File: config.mk
export PLATFORM = sky130hd
export DESIGN_NAME = smb_host_regs
export DESIGN_NICKNAME = d
export VERILOG_FILES = /design/src/rtl/smb_regs_pkg.sv /design/src/rtl/smb_addr_dec.sv /design/src/rtl/smb_byte_reg.sv /design/src/rtl/smb_status_reg.sv /design/src/rtl/smb_host_regs.sv
export SDC_FILE = /design/constraint.sdc
export NUM_CORES = 1
export LEC_CHECK = 0
export BUFFER_PORTS_ARGS = -buffer_cell sky130_fd_sc_hd__buf_2
export CORE_MARGIN = 1
export CORE_UTILIZATION = 32
export DETAILED_ROUTE_END_ITERATION = 8
export PLACE_DENSITY = 0.61
export SLEW_MARGIN = 10
export SYNTH_ARGS = -nofsm -noshare
export SYNTH_HDL_FRONTEND = slang
export SYNTH_SLANG_ARGS = --single-unit
File: constraint.sdc
create_clock -name clk -period 1.2 [get_ports clk]
set_input_delay 0.24 -clock clk [delete_from_list [all_inputs] [get_ports clk]]
set_output_delay 0.24 -clock clk [all_outputs]
set_load 0.05 [all_outputs]
File: src/rtl/smb_regs_pkg.sv
package smb_regs_pkg;
   localparam int DW   = 8;
   localparam int NREG = 8;

   localparam int IDX_STS = 0;
   localparam int IDX_CTL = 1;
   localparam int IDX_CMD = 2;
   localparam int IDX_SAD = 3;
   localparam int IDX_D0  = 4;
   localparam int IDX_D1  = 5;
   localparam int IDX_BLK = 6;
   localparam int IDX_AUX = 7;

   localparam int ST_BUSY = 0;
   localparam int ST_DONE = 1;
   localparam int ST_DEV  = 2;
   localparam int ST_FAIL = 4;

   localparam int CT_IE    = 0;
   localparam int CT_KILL  = 1;
   localparam int CT_LAST  = 5;
   localparam int CT_START = 6;
   localparam int CT_PEC   = 7;

   function automatic logic [7:0] slot_offset(input int i);
      case (i)
         IDX_STS: slot_offset = 8'h00;
         IDX_CTL: slot_offset = 8'h02;
         IDX_CMD: slot_offset = 8'h03;
         IDX_SAD: slot_offset = 8'h04;
         IDX_D0:  slot_offset = 8'h05;
         IDX_D1:  slot_offset = 8'h06;
         IDX_BLK: slot_offset = 8'h07;
         default: slot_offset = 8'h0D;
      endcase
   endfunction

   function automatic logic [7:0] slot_keep(input int i);
      case (i)
         IDX_CTL: slot_keep = 8'hBF;
         IDX_AUX: slot_keep = 8'h03;
         default: slot_keep = 8'hFF;
      endcase
   endfunction

   function automatic logic [7:0] slot_rdmask(input int i);
      slot_rdmask = (i == IDX_CTL) ? 8'h1F : 8'hFF;
   endfunction
endpackage

File: src/rtl/smb_addr_dec.sv
module smb_addr_dec
   import smb_regs_pkg::*;
#(
   parameter int AW = 4
) (
   input  logic [AW-1:0]   addr,
   output logic [NREG-1:0] sel
);
   for (genvar i = 0; i < NREG; i++) begin : g_sel
      localparam logic [7:0] OFF = slot_offset(i);
      assign sel[i] = (addr == AW'(OFF));
   end
endmodule

File: src/rtl/smb_byte_reg.sv
module smb_byte_reg #(
   parameter logic [7:0] RST  = 8'h00,
   parameter logic [7:0] KEEP = 8'hFF
) (
   input  logic       clk,
   input  logic       rst_n,
   input  logic       we,
   input  logic [7:0] d,
   output logic [7:0] q
);
   always_ff @(posedge clk) begin
      if (!rst_n)  q <= RST;
      else if (we) q <= d & KEEP;
   end
endmodule

File: src/rtl/smb_status_reg.sv
module smb_status_reg
   import smb_regs_pkg::*;
(
   input  logic       clk,
   input  logic       rst_n,
   input  logic       wr,
   input  logic [7:0] wd,
   input  logic       defer_set,
   input  logic       poll_clr,
   input  logic       kill,
   input  logic       seq_done,
   input  logic       seq_err,
   output logic [7:0] sts
);
   logic [7:0] nxt;

   always_comb begin
      nxt = sts;
      if (wr)        nxt = nxt & ~{wd[7:1], 1'b0};
      if (defer_set) nxt[ST_BUSY] = 1'b1;
      if (poll_clr)  nxt[ST_BUSY] = 1'b0;
      if (kill) begin
         nxt[ST_FAIL] = 1'b1;
         nxt[ST_BUSY] = 1'b0;
      end
      if (seq_done)  nxt[ST_DONE] = 1'b1;
      if (seq_err)   nxt[ST_DEV]  = 1'b1;
   end

   always_ff @(posedge clk) begin
      if (!rst_n) sts <= '0;
      else        sts <= nxt;
   end
endmodule

File: src/rtl/smb_host_regs.sv
module smb_host_regs
   import smb_regs_pkg::*;
#(
   parameter int AW        = 4,
   parameter bit FORCE_BLK = 1'b0
) (
   input  logic          clk,
   input  logic          rst_n,
   input  logic          wr_en,
   input  logic          rd_en,
   input  logic [AW-1:0] addr,
   input  logic [7:0]    wdata,
   output logic [7:0]    rdata,
   input  logic          seq_done,
   input  logic          seq_err,
   output logic          xact_req,
   output logic          idx_clr,
   output logic          irq,
   output logic [2:0]    cfg_prot,
   output logic          cfg_last,
   output logic          cfg_pec,
   output logic [7:0]    cfg_cmd,
   output logic [7:0]    cfg_saddr,
   output logic [7:0]    cfg_dat0,
   output logic [7:0]    cfg_dat1,
   output logic [7:0]    cfg_blk,
   output logic [1:0]    cfg_aux
);
   localparam logic [7:0] AUX_RST = FORCE_BLK ? 8'h02 : 8'h00;

   if (AW < 4) begin : g_aw_chk
      $error("smb_host_regs: AW must be at least 4");
   end

   logic [NREG-1:0]         sel;
   logic [NREG-1:0][DW-1:0] slot_q;
   logic [7:0]              sts_q;
   logic [7:0]              ctl_q;
   logic                    rd_act, wr_ctl, start_w, kill_w, poll, launch;
   logic [7:0]              rd_mux;
   logic                    req_q, idx_q;
   logic [7:0]              rdata_q;

   smb_addr_dec #(.AW(AW)) u_dec (.addr(addr), .sel(sel));

   assign rd_act  = rd_en & ~wr_en;
   assign wr_ctl  = wr_en & sel[IDX_CTL];
   assign start_w = wr_ctl & wdata[CT_START];
   assign kill_w  = wr_ctl & wdata[CT_KILL];
   assign poll    = rd_act & sel[IDX_STS] & sts_q[ST_BUSY];
   assign launch  = (start_w & wdata[CT_IE]) | poll;

   for (genvar i = 0; i < NREG; i++) begin : g_slot
      if (i == IDX_STS) begin : g_sts
         smb_status_reg u_sts (
            .clk       (clk),
            .rst_n     (rst_n),
            .wr        (wr_en & sel[i]),
            .wd        (wdata),
            .defer_set (start_w & ~wdata[CT_IE]),
            .poll_clr  (poll),
            .kill      (kill_w),
            .seq_done  (seq_done),
            .seq_err   (seq_err),
            .sts       (slot_q[i])
         );
      end else begin : g_byte
         smb_byte_reg #(
            .RST  ((i == IDX_AUX) ? AUX_RST : 8'h00),
            .KEEP (slot_keep(i))
         ) u_reg (
            .clk   (clk),
            .rst_n (rst_n),
            .we    (wr_en & sel[i]),
            .d     (wdata),
            .q     (slot_q[i])
         );
      end
   end

   assign sts_q = slot_q[IDX_STS];
   assign ctl_q = slot_q[IDX_CTL];

   always_comb begin
      rd_mux = '0;
      for (int i = 0; i < NREG; i++) begin
         if (sel[i]) rd_mux = rd_mux | (slot_q[i] & slot_rdmask(i));
      end
   end

   always_ff @(posedge clk) begin
      if (!rst_n) begin
         req_q   <= 1'b0;
         idx_q   <= 1'b0;
         rdata_q <= '0;
      end else begin
         req_q <= launch & ~sts_q[ST_DEV];
         idx_q <= kill_w;
         if (rd_act) rdata_q <= rd_mux;
      end
   end

   assign rdata     = rdata_q;
   assign xact_req  = req_q;
   assign idx_clr   = idx_q;
   assign irq       = ctl_q[CT_IE] & (|sts_q[7:1]);
   assign cfg_prot  = ctl_q[4:2];
   assign cfg_last  = ctl_q[CT_LAST];
   assign cfg_pec   = ctl_q[CT_PEC];
   assign cfg_cmd   = slot_q[IDX_CMD];
   assign cfg_saddr = slot_q[IDX_SAD];
   assign cfg_dat0  = slot_q[IDX_D0];
   assign cfg_dat1  = slot_q[IDX_D1];
   assign cfg_blk   = slot_q[IDX_BLK];
   assign cfg_aux   = slot_q[IDX_AUX][1:0];
endmodule

==> metrics.txt, run 1 <==
status complete, but fails checks; failing checks setup timing; Setup violations, final 2; PD cells 1110 nW/um^2; via count of the first global-routing pass 2690; final clock skew 0.0121 ns; latest clock arrival within the worst-skew pair 0.35 ns; Hold Path Depth 2; fin util 46.9%; Synth Register Bits 67; CP max-delay cell dfxtp_2; CP Max Fanout 2; Vert. Die Dim 100 um; Mapped Avg Cell Area 9.46 sq um; placed insts 546; Max stage delay on crit path 0.34 ns; WHS Endpoint g_slot[0].g_sts.u_sts.sts[1]; Worst Reg-to-Reg Cells 4; H-tree depth 3; root buf cell clkbuf_8; period utilisation layout 120%; Hold Fails Final Rpt 0; global-route wire length before repair 14400 um; Synth cell types 40; DR iter-0 viols 146; Synth Cell Area 3070 sq um; Synth async-reset ratio 0%; sw frac 26.0%; Slew headroom 72.8%; crit-path cells nor4_4 -> a21boi_2 -> buf_6; largest net degree at the start of global routing 40; fin area 4350 sq um; TritonCTS buffer count 9; Fmax achieved 0.692 GHz; Min Hold Slack 0.103 ns; Slew Viols, Final 0; RSZ-0062 raised after global routing yes; CTS max path bufs 2; Initial Util 33.1%; # DRC 0; Overflow after GRT 0; area post-placement 3870 sq um; CTS Sinks 67; Critical Path RT 0.96 ns; reg2reg setup slack -0.08 ns; Internal 3.58 mW; Max Cap Viol 0; critical path capture point type output port; Setup crit start kind flop; Net count, final 445; Worst Hold Class input port to flop; initial antenna violation count 0; sequential share of the synthesized area 43.6%; final WL 9480 um; Logic pwr share 12.9%; Critical Path AT 1.21 ns; # diodes 0; critical path type flop to output port; Switch Pwr 1.26 mW; DRT antenna net count 0; port bufs 75; Area growth, synth to finish 41.6%; min Tclk post-route 1.45 ns; gp weighted congestion 0.837; DIE AREA 10000 sq um; dominant synthesized flop cell dfxtp_1; worst-margin pin slew 0.408 ns; fin cells 561; detailed-placement wirelength estimate 7060 um; Design Power 4.84 mW; Post-synth EDFFs 0; Vias 2804; die width 100 um; delay-heaviest family, CP flip-flops; hold_sp seq_done; CTS clk-pin slew, worst paths 0.07 ns; First-pass DRT Iterations 4; Core ar. 9280 sq um; yosys warns 0; Post-Synthesis Cells 325; setup ws final -0.246 ns; Levels on crit path 3; CP bufs+invs 1; r2r startpoint g_slot[4].g_byte.u_reg.q[1]; CTS tree done; Layout fillers 904; layout cell share with drive strength beyond 1 41.4%; share of total power in the clock network 39.7%; post-place setup slack -0.290 ns; CTS Hold Buffers Added 0; Static Leak 1.77 nW; Wirelength per Cell 16.9 um; Post-CTS Setup Bufs 0; row count 35; Peak VDD IR 0.443 mV; sequential power share 47.4%; total track usage 19.5%; vias per cell 5.00; TNS Setup -0.325 ns; io pins 76; r2r endpoint rdata[1]; Synth Net Count 343
## worst max-delay path by stage
| stage | start | end | slack (ns) |
|---|---|---|---|
| 2_1_floorplan | g_slot[6].g_byte.u_reg.q[1] | rdata[1] | -0.12 |
| 3_3_place_gp | addr[1] | g_slot[5].g_byte.u_reg.q[2] | -0.30 |
| 3_5_place_dp | addr[1] | g_slot[5].g_byte.u_reg.q[4] | -0.29 |
| 4_1_cts | g_slot[0].g_sts.u_sts.sts[4] | irq | -0.27 |
| 5_1_grt | g_slot[0].g_sts.u_sts.sts[4] | irq | -0.29 |
| 6_report | g_slot[0].g_sts.u_sts.sts[4] | irq | -0.25 |
## kinds of logic after synthesis
family / Yosys count / share of synthesized area [%]
buffers and inverters: 30 / 5.33
muxes: 42 / 15.9
and+or+nand+nor: 113 / 19.8
DFF: 67 / 43.6
AOI/OAI and AO/OA: 73 / 15.3
## power by group through the flow
| stage | clock (mW) | combinational (mW) | sequential (mW) |
|---|---|---|---|
| after detailed placement | 0 | 0.589 | 2.34 |
| after global placement | 0 | 0.579 | 2.33 |
| final | 1.92 | 0.626 | 2.29 |
| after CTS | 1.95 | 0.616 | 2.29 |
| after floorplan | 0 | 0.245 | 2.44 |
| after global routing | 2.05 | 0.665 | 2.30 |
## metal layers
| metal | routed length, um | vias to the layer above | GRT usage [%] |
|---|---|---|---|
| li1 | - | 1355 | - |
| met1 | 4360 | 1355 | 27.0 |
| met2 | 4380 | 82 | 29.6 |
| met3 | 570 | 12 | 3.41 |
| met4 | 180 | 0 | 8.81 |
| met5 | 0 | - | 0 |
## timing repair
| action | 4_1_cts | 5_1_grt |
|---|---|---|
| pin swaps | 2 | 0 |
| gates resized for setup | 71 | 25 |
| setup endpoints to repair | 52 | 26 |
## worst reg2reg max path: cells and delay by family, from the launching register on
family           cells  cell delay (ns)
AO/OA/AOI/OAI        2             0.27
flip-flops           1             0.36
multiplexers         1             0.46
AND/OR/NAND/NOR      1             0.08
## placed cells by master, fill, tap and decap left out, types with 5 or more instances in the layout
master     n
mux2i_1   35
a21boi_0  18
dfxtp_1   41
a31oi_1    5
buf_8      5
a21boi_1   8
clkbuf_8  11
buf_2     20
buf_4     69
nand2_1   40
mux4_2     5
dfxtp_2   19
dfxtp_4    7
nand3_1   11
o21ai_0   15
buf_6     20
a21oi_1   13
nor2b_1   31
## cell type report
cell class	count	area (sq um)	area share, %
multi-input cells	228	1610	37.0
flip-flops and latches	67	1390	32.0
repair buffers	120	988	22.7
clock buffers	14	163	3.74
well taps	129	161	3.71
clock inverters	2	35.0	0.805
inverters	1	3.75	0.0862
## Yosys cell counts, types with 4 or more instances
| cell type | count | share of area (%) |
|---|---|---|
| nor2b_1 | 31 | 6.3 |
| a21oi_1 | 15 | 2.4 |
| a31oi_1 | 5 | 1.0 |
| a21boi_1 | 8 | 2.0 |
| mux2i_1 | 35 | 11 |
| nor4_1 | 5 | 1.0 |
| mux4_2 | 4 | 2.9 |
| a21boi_0 | 19 | 4.6 |
| buf_4 | 7 | 1.7 |
| nand3b_1 | 4 | 0.98 |
| clkbuf_1 | 12 | 1.5 |
| nand3_1 | 11 | 1.8 |
| buf_2 | 8 | 1.3 |
| nand2_1 | 41 | 5.0 |
| o21ai_0 | 15 | 2.4 |
| dfxtp_1 | 67 | 44 |
| and3_1 | 4 | 0.81 |
## registers in the layout, summed over array words and instances (netlist names)
register,count
xact_req,1
rdata,8
g_slot.g_sts.u_sts.sts,8
g_slot.g_byte.u_reg.q,49
idx_clr,1
(Power assumes the default switching activity.)
==> run 2, diff against run 1 <==
Settings changed: CORE_UTILIZATION 32 to 48, CTS_CLUSTER_SIZE set to 14, PLACE_DENSITY 0.61 to 0.83.
==> metrics.txt, run 2 (synthesized netlist as in run 1, its figures left out) <==
critical path capture point type output port; H-tree depth 3 (unchanged); total track usage 30.2% (+11 points); reg2reg setup slack -0.09 ns (about the same); failing checks setup timing; gp weighted congestion 0.897 (+7.2%); setup ws final -0.254 ns (-0.00807 ns); worst-margin pin slew 0.384 ns (-0.0235 ns); latest clock arrival within the worst-skew pair 0.35 ns (about the same); critical path type flop to output port; period utilisation layout 121% (+0.67 points); Overflow after GRT 0 (unchanged); Setup crit start kind flop; Net count, final 447 (+0.45%); commonest non-fill, non-tap cell in the layout buf_4; CP Max Fanout 2 (unchanged); die width 82.0 um (-18%); Slew Viols, Final 0 (unchanged); TritonCTS buffer count 9 (unchanged); RSZ-0062 raised after global routing yes; area post-placement 3840 sq um (-0.90%); Critical Path AT 1.21 ns (about the same); footprint of the multi-input gates 1620 sq um (+0.62%); row count 28 (-20%); # DRC 0 (unchanged); Slew headroom 73.7% (+0.89 points); layout cell share with drive strength beyond 1 41.5% (about the same); Max Cap Viol 0 (unchanged); via count of the first global-routing pass 2873 (+6.8%); io pins 76 (unchanged); CTS max path bufs 2 (unchanged); Initial Util 50.7% (+18 points); initial antenna violation count 0 (unchanged); post-place setup slack -0.359 ns (-0.0692 ns); Max stage delay on crit path 0.34 ns (about the same); detailed-placement wirelength estimate 6770 um (-4.1%); min Tclk post-route 1.45 ns (+0.00807 ns); Peak VDD IR 0.706 mV (+59%); First-pass DRT Iterations 4 (unchanged); CTS tree done; Critical Path RT 0.96 ns (about the same); Post-CTS Setup Bufs 0 (unchanged); DIE AREA 6730 sq um (-33%); CTS Sinks 67 (unchanged); Static Leak 1.79 nW (+1.2%); root buf cell clkbuf_8; Fmax achieved 0.688 GHz (-0.55%); placed insts 493 (-9.7%); Hold Fails Final Rpt 0 (unchanged); final clock skew 0.00788 ns (-0.00422 ns); CP max-delay cell dfxtp_2; DR iter-0 viols 224 (+53%); crit-path cells nor4_4 -> a21boi_2 -> buf_6; flip-flop count of the largest register after layout 49 (unchanged); fin cells 509 (-9.3%); Largest Register g_slot.g_byte.u_reg.q; Vert. Die Dim 82.0 um (-18%); status complete, but fails checks; port bufs 75 (unchanged); WHS Endpoint g_slot[0].g_sts.u_sts.sts[2]; global-route wire length before repair 14500 um (+0.57%); final WL 9720 um (+2.5%); Area growth, synth to finish 41.7% (about the same); Min Hold Slack 0.0947 ns (-0.00855 ns); delay-heaviest family, CP flip-flops; Core ar. 6060 sq um (-35%); Worst Reg-to-Reg Cells 4 (unchanged); Hold Path Depth 2 (unchanged); CP bufs+invs 1 (unchanged); vias per cell 5.84 (+17%); # diodes 0 (unchanged); hold_sp seq_err; Vias 2973 (+6.0%); Storage cell area 1390 sq um (about the same); PD cells 1090 nW/um^2 (-1.5%); r2r startpoint g_slot[6].g_byte.u_reg.q[1]; Layout fillers 428 (-53%); CTS clk-pin slew, worst paths 0.07 ns (about the same); r2r endpoint rdata[1]; largest net degree at the start of global routing 38 (-5.0%); fin area 4360 sq um (about the same); Setup violations, final 6 (+4); DRT antenna net count 0 (unchanged); Worst Hold Class input port to flop; most frequent cells in the layout buf_4 (57), dfxtp_1 (42), nand2_1 (41); Wirelength per Cell 19.1 um (+13%)
[run 2: cell types whose count changed in the layout (fill, tap and decap cells not counted), sizes merged]
cell	before	now
buf	116	115
clkbuf	18	20
clkinv	1	2
[run 2: routing by layer]
| metal | GRT usage [%] | routed length [um] | vias to the layer above |
|---|---|---|---|
| met3 | 5.00 | 697 | 35 |
| met1 | 36.4 | 3890 | 1446 |
| met4 | 19.8 | 451 | 0 |
| met2 | 49.4 | 4670 | 139 |
| met5 | 0 | 0 | - |
| li1 | - | - | 1353 |
[run 2: stage by stage]
step                      utilization (%)  total power, mW  setup TNS (ns)
after floorplan                         -             2.69          -0.868
after global placement               63.3             2.92          -12.40
after detailed placement             63.3             2.93          -14.82
after CTS                            69.9             4.75          -0.396
after global routing                 71.9             4.91          -0.526
final                                71.9             4.77          -0.373
[run 2: report_power, final]
| group | switching, mW | internal (mW) | leakage (nW) |
|---|---|---|---|
| clock network | 0.865 | 0.957 | 0.0914 |
| registers | 0.0408 | 2.25 | 0.557 |
| logic | 0.382 | 0.272 | 1.14 |
| total | 1.29 | 3.48 | 1.79 |
[run 2: area by class of cell]
type	count	share of cell area (%)
clock inverter	3	0.919
multi-input combinational	228	37.2
timing repair buffer	122	24.5
inverter	1	0.0862
tap	75	2.15
clock buffer	13	3.19
sequential	67	31.9
[run 2: worst max-delay path by stage]
stage / slack (ns) / cells past startpoint / endpoint / start
floorplan: -0.12 / 4 / rdata[1] / g_slot[6].g_byte.u_reg.q[1]
global placement: -0.28 / 6 / g_slot[0].g_sts.u_sts.sts[1] / addr[3]
detailed placement: -0.36 / 6 / g_slot[5].g_byte.u_reg.q[2] / addr[1]
CTS: -0.28 / 3 / irq / g_slot[0].g_sts.u_sts.sts[7]
global route: -0.28 / 3 / irq / g_slot[0].g_sts.u_sts.sts[4]
finish: -0.25 / 3 / irq / g_slot[0].g_sts.u_sts.sts[4]
[run 2: what timing repair did]
item                       4_1_cts  5_1_grt
pin swaps                        2        3
setup endpoints to repair       50       47
gates cloned                     0        0
gates resized for setup         74       34
hold buffers                     0        0
